`config.mk`:
```
export PLATFORM = sky130hd
export DESIGN_NAME = imm_ext_unit
export DESIGN_NICKNAME = d
export VERILOG_FILES = /design/src/rtl/imm_ext_unit.sv
export SDC_FILE = /design/constraint.sdc
export NUM_CORES = 1
export LEC_CHECK = 0
export ABC_AREA = 1
export CELL_PAD_IN_SITES_DETAIL_PLACEMENT = 1
export CELL_PAD_IN_SITES_GLOBAL_PLACEMENT = 1
export CORE_ASPECT_RATIO = 1.5
export CORE_MARGIN = 2
export CORE_UTILIZATION = 30
export CTS_BUF_LIST = sky130_fd_sc_hd__clkbuf_8
export DETAILED_ROUTE_END_ITERATION = 8
export DONT_BUFFER_PORTS = 1
export GPL_ROUTABILITY_DRIVEN = 0
export GPL_TIMING_DRIVEN = 0
export PLACE_DENSITY = 0.66
export SETUP_SLACK_MARGIN = 0.3
export SLEW_MARGIN = 20
export SYNTH_ARGS = -nofsm -noshare
export SYNTH_HDL_FRONTEND = slang
export SYNTH_SLANG_ARGS = --single-unit
```
`constraint.sdc`:
```
create_clock -name clk -period 2.9 [get_ports clk]
set_clock_uncertainty 0.2 [all_clocks]
set_input_delay 0.58 -clock clk [delete_from_list [all_inputs] [get_ports clk]]
set_output_delay 0.58 -clock clk [all_outputs]
set_load 0.01 [all_outputs]
```
`src/rtl/imm_ext_unit.sv`:
```
module imm_ext_unit #(
  parameter int PAY_W = 13,
  parameter int MID_W = 16,
  parameter int OUT_W = 24,
  localparam int WID_W = $clog2(PAY_W + 1)
) (
  input  logic             clk,
  input  logic             rst_n,
  input  logic             pfx_valid,
  input  logic [PAY_W-1:0] pfx_payload,
  input  logic             use_valid,
  input  logic [PAY_W-1:0] use_field,
  input  logic [WID_W-1:0] use_width,
  input  logic [1:0]       use_kind,
  input  logic             irq_taken,
  input  logic             in_dslot,
  output logic [OUT_W-1:0] imm_out,
  output logic [1:0]       ext_count,
  output logic             imm_valid
);
  localparam int CAT_W = 3 * PAY_W;
  localparam int HI_W  = OUT_W - PAY_W;
  localparam logic [1:0] KIND_SGN  = 2'd1;
  localparam logic [1:0] KIND_STEP = 2'd2;

  logic [1:0]       held_q;
  logic [PAY_W-1:0] older_q, newer_q;
  logic             take;
  logic [1:0]       k;
  logic [WID_W-1:0] w_eff;
  logic [PAY_W-1:0] fld;
  logic [CAT_W-1:0] cat1, cat2;
  logic [OUT_W-1:0] res;

  assign take  = use_valid & ~irq_taken;
  assign k     = in_dslot ? 2'd0 : held_q;
  assign w_eff = (use_width > WID_W'(PAY_W)) ? WID_W'(PAY_W) : use_width;
  assign fld   = use_field & ~({PAY_W{1'b1}} << w_eff);
  assign cat1  = (CAT_W'(newer_q) << w_eff) | CAT_W'(fld);
  assign cat2  = cat1 | (CAT_W'(older_q) << (PAY_W + int'(w_eff)));

  always_comb begin
    if (use_kind == KIND_STEP) begin
      case (k)
        2'd0:    res = OUT_W'(fld);
        2'd1:    res = OUT_W'(newer_q);
        default: res = {older_q[HI_W-1:0], newer_q};
      endcase
    end else begin
      case (k)
        2'd0:    res = OUT_W'(fld);
        2'd1:    res = (use_kind == KIND_SGN)
                       ? {{(OUT_W-MID_W){cat1[MID_W-1]}}, cat1[MID_W-1:0]}
                       : OUT_W'(cat1[MID_W-1:0]);
        default: res = cat2[OUT_W-1:0];
      endcase
    end
  end

  always_ff @(posedge clk) begin
    if (!rst_n) begin
      held_q  <= 2'd0;
      older_q <= '0;
      newer_q <= '0;
    end else if (irq_taken || use_valid) begin
      held_q <= 2'd0;
    end else if (pfx_valid) begin
      older_q <= newer_q;
      newer_q <= pfx_payload;
      if (held_q != 2'd2) held_q <= held_q + 2'd1;
    end
  end

  always_ff @(posedge clk) begin
    if (!rst_n) begin
      imm_valid <= 1'b0;
      imm_out   <= '0;
      ext_count <= 2'd0;
    end else begin
      imm_valid <= take;
      if (take) begin
        imm_out   <= res;
        ext_count <= k;
      end
    end
  end
endmodule

```
==> flow_summary.toml <==
[die]
pin_count = 65
coreArea_mm2 = 0.0135
start_util = 0.307
die_w_um = 99.8
die_y_um = 148
fp-row-count = 52
dieArea_mm2 = 0.0147

[worst_setup_path]
timing.rr.start = "held_q[1]"
critPathMaxFanout = 10
r2r.worst_path.cells = 8
cp.depth = 14
critPathBufInv = 5
path_common_cell = "nor2_1"
critPathMaxStageDelay_ns = 0.38
crit_type = "primary input to flop"
reg2reg_to = "imm_out[14]"
slowest_stage = "nor3_1"
crit_path_end_kind = "flop"
crit_chain = "nand2_4, nand2_4, inv_4, buf_6, ha_4, nor2_4, inv_2, nor2_2, inv_2, nor2_1, inv_1, nor3_1, nor2_1, nor2_1"
cp-endpoint = "imm_out[3]"
crit_family = "simple AND/OR/NAND/NOR gates"
reg2reg_slack_ns = 0.56
arrival_ns = 2.57
crit_start = "use_width[2]"
start_kind = "primary input"
crit_required_ns = 2.96

[sta]
min_period_ns = 2.51
report.final.slew_viol_count = 0
slew_headroom = 0.556
max_clock_freq_mhz = 398
fin_crit_sh = 0.865
tightest_slew_ns = 0.662
finalSetupTns_ns = 0
setup_viol = 0
rsz0062_at_grt = "false"
finalHoldViolations = 0

[clocking]
clk_path_buf_depth = 2
h-tree-depth = 2
clock_sinks = 55
cts_buffers = 5
cts.reportedPaths.clkPinSlew_ns = 0.11
insertion_delay_ns = 0.33
root_buffer = "clkbuf_8"
cts_tree = "done"

[route]
routedWlPerCell_um = 23.8
vias_per_cell = 6.07
detailedRoute.firstIterationViolations = 376
wl_um = 20700
firstDrtPassIters = 5
drtAntennaViolNets = 0
drc = 0
vias = 5277

[synthesis]
async_flop_share = 0
syn_nets = 741
synth_cell_types = 37
synth_area_leaders = "dfxtp_1 (27%), nand3_1 (18%), nand2_1 (15%), o21ai_0 (8.4%), a21oi_1 (8.2%)"
synth.avg_cell_area_um2 = 5.91
ys_seq_area_frac = 0.266
yosysWarnings = 0
synth_edf_count = 0
synthCells = 699
ys_ff_latch = 55
yosys.area.top_type = "dfxtp_1"
netlist_area_mm2 = 0.00413
synthFlopType = "dfxtp_1"
yosys.area.top_type_share = 0.266

[layout]
design_area_mm2 = 0.00454
num_antenna_cells = 0
nets = 749
area_growth_pct = 9.87
drive_above_1_share = 0.0720
layout_commonest_cell = "nand2_1"
layout_common_cells = "nand2_1 (166), nand3_1 (151), o21ai_0 (69)"
fill_cells = 1777

[power_and_ir_drop]
p_sw_mw = 0.758
switching_share = 0.380
clkPwrFrac = 0.270
seqPwrFrac = 0.427
p_leak_nw = 1.93
pwr-share-comb = 0.302
p_int_mw = 1.23
ir_drop_v = 0.000283
p_per_area_mw_per_mm2 = 439

[place]
place_area_mm2 = 0.00436
dp_hpwl_um = 16900
portBuffers = 0

[global_route]
grt_max_degree = 18
grt_pass1_wl_um = 31200
grt.overflow.total = 0
grt_pass1_vias = 5470
grt_use_total = 0.281
antenna_found_initial = 0

[job]
maxCapViolations = 0

[outcome]
status = "finished, final reports clean"

[worst_hold_path]
hold_class = "primary input to flop"
-- Yosys cell counts, drive strengths merged, types with 2 or more instances --
cell type,n
a211oi,2
a21oi,68
a311oi,2
a31oi,6
a41oi,3
buf,17
clkbuf,29
dfxtp,55
ha,4
inv,55
nand2,172
nand3,152
nand4,11
nor2,32
nor3,7
o211ai,4
o21ai,70
o221ai,2
-- worst reg2reg max path: cells and delay by family (launching register included) --
kind / cells / cell delay (ns)
simple gates: 4 / 1.01
compound gates: 2 / 0.38
flops: 1 / 0.39
buf+inv: 2 / 0.32
-- what timing repair did --
action / in CTS / in global routing
gates resized for setup: 8 / 15
hold buffers: 0 / 0
setup endpoints to repair: 21 / 19
buffers inserted: 1 / 0
pin swaps: 0 / 0
-- flip-flops by register name, summed over array words and instances, names as in the netlist --
signal     flops
newer_q       13
ext_count      2
held_q         2
older_q       13
imm_out       24
imm_valid      1
-- layer usage --
metal | GRT usage | routed length, um
met5 | 0 | 0
met4 | 0.234 | 2010
met3 | 0.0435 | 1240
met2 | 0.488 | 10100
met1 | 0.294 | 7330
-- power by group through the flow --
stage | Combinational (mW) | Clock [mW] | Sequential [mW]
2_1_floorplan | 0.398 | 0 | 0.845
3_3_place_gp | 0.555 | 0 | 0.867
3_5_place_dp | 0.567 | 0 | 0.867
4_1_cts | 0.579 | 0.551 | 0.850
5_1_grt | 0.660 | 0.572 | 0.855
6_report | 0.603 | 0.539 | 0.851
-- how the worst min path moves through the flow --
stage | cells after the start | endpoint | slack (ns) | from
2_1_floorplan | 2 | older_q[11] | 0.24 | older_q[11]
3_3_place_gp | 2 | older_q[11] | 0.28 | older_q[11]
3_5_place_dp | 2 | older_q[11] | 0.28 | older_q[11]
4_1_cts | 2 | imm_out[7] | 0.19 | rst_n
5_1_grt | 2 | imm_out[7] | 0.21 | rst_n
6_report | 2 | imm_out[7] | 0.18 | rst_n
-- kinds of logic after synthesis --
| kind of cell | count (synthesis) | share of synthesized area |
|---|---|---|
| simple gates | 376 | 0.406 |
| compound gates | 162 | 0.213 |
| buf+inv | 102 | 0.102 |
| flops | 55 | 0.266 |
| fa+ha+maj | 4 | 0.0121 |
-- per-stage QoR --
stage	power (mW)	cells	util	worst slack, ns	hold slack [ns]
finish	1.99	870	0.337	0.390	0.183
global route	2.09	870	0.337	0.302	0.206
CTS	1.98	870	0.335	0.331	0.186
detailed placement	1.43	861	0.324	-0.383	0.283
global placement	1.42	861	0.324	-0.312	0.280
floorplan	1.24	699	-	0.331	0.245
-- area by class of cell --
cell class                 count  area, um2  area share
clock inverter                 3       42.5     0.00937
buffer                        46        250      0.0551
inverter                      56        213      0.0468
timing repair buffer           1       7.51     0.00165
sequential                    55       1100       0.242
clock buffer                   5       68.8      0.0152
multi-input combinational    542       2660       0.585
tap                          162        203      0.0446
Note: power is estimated with default switching activity, not from simulation.
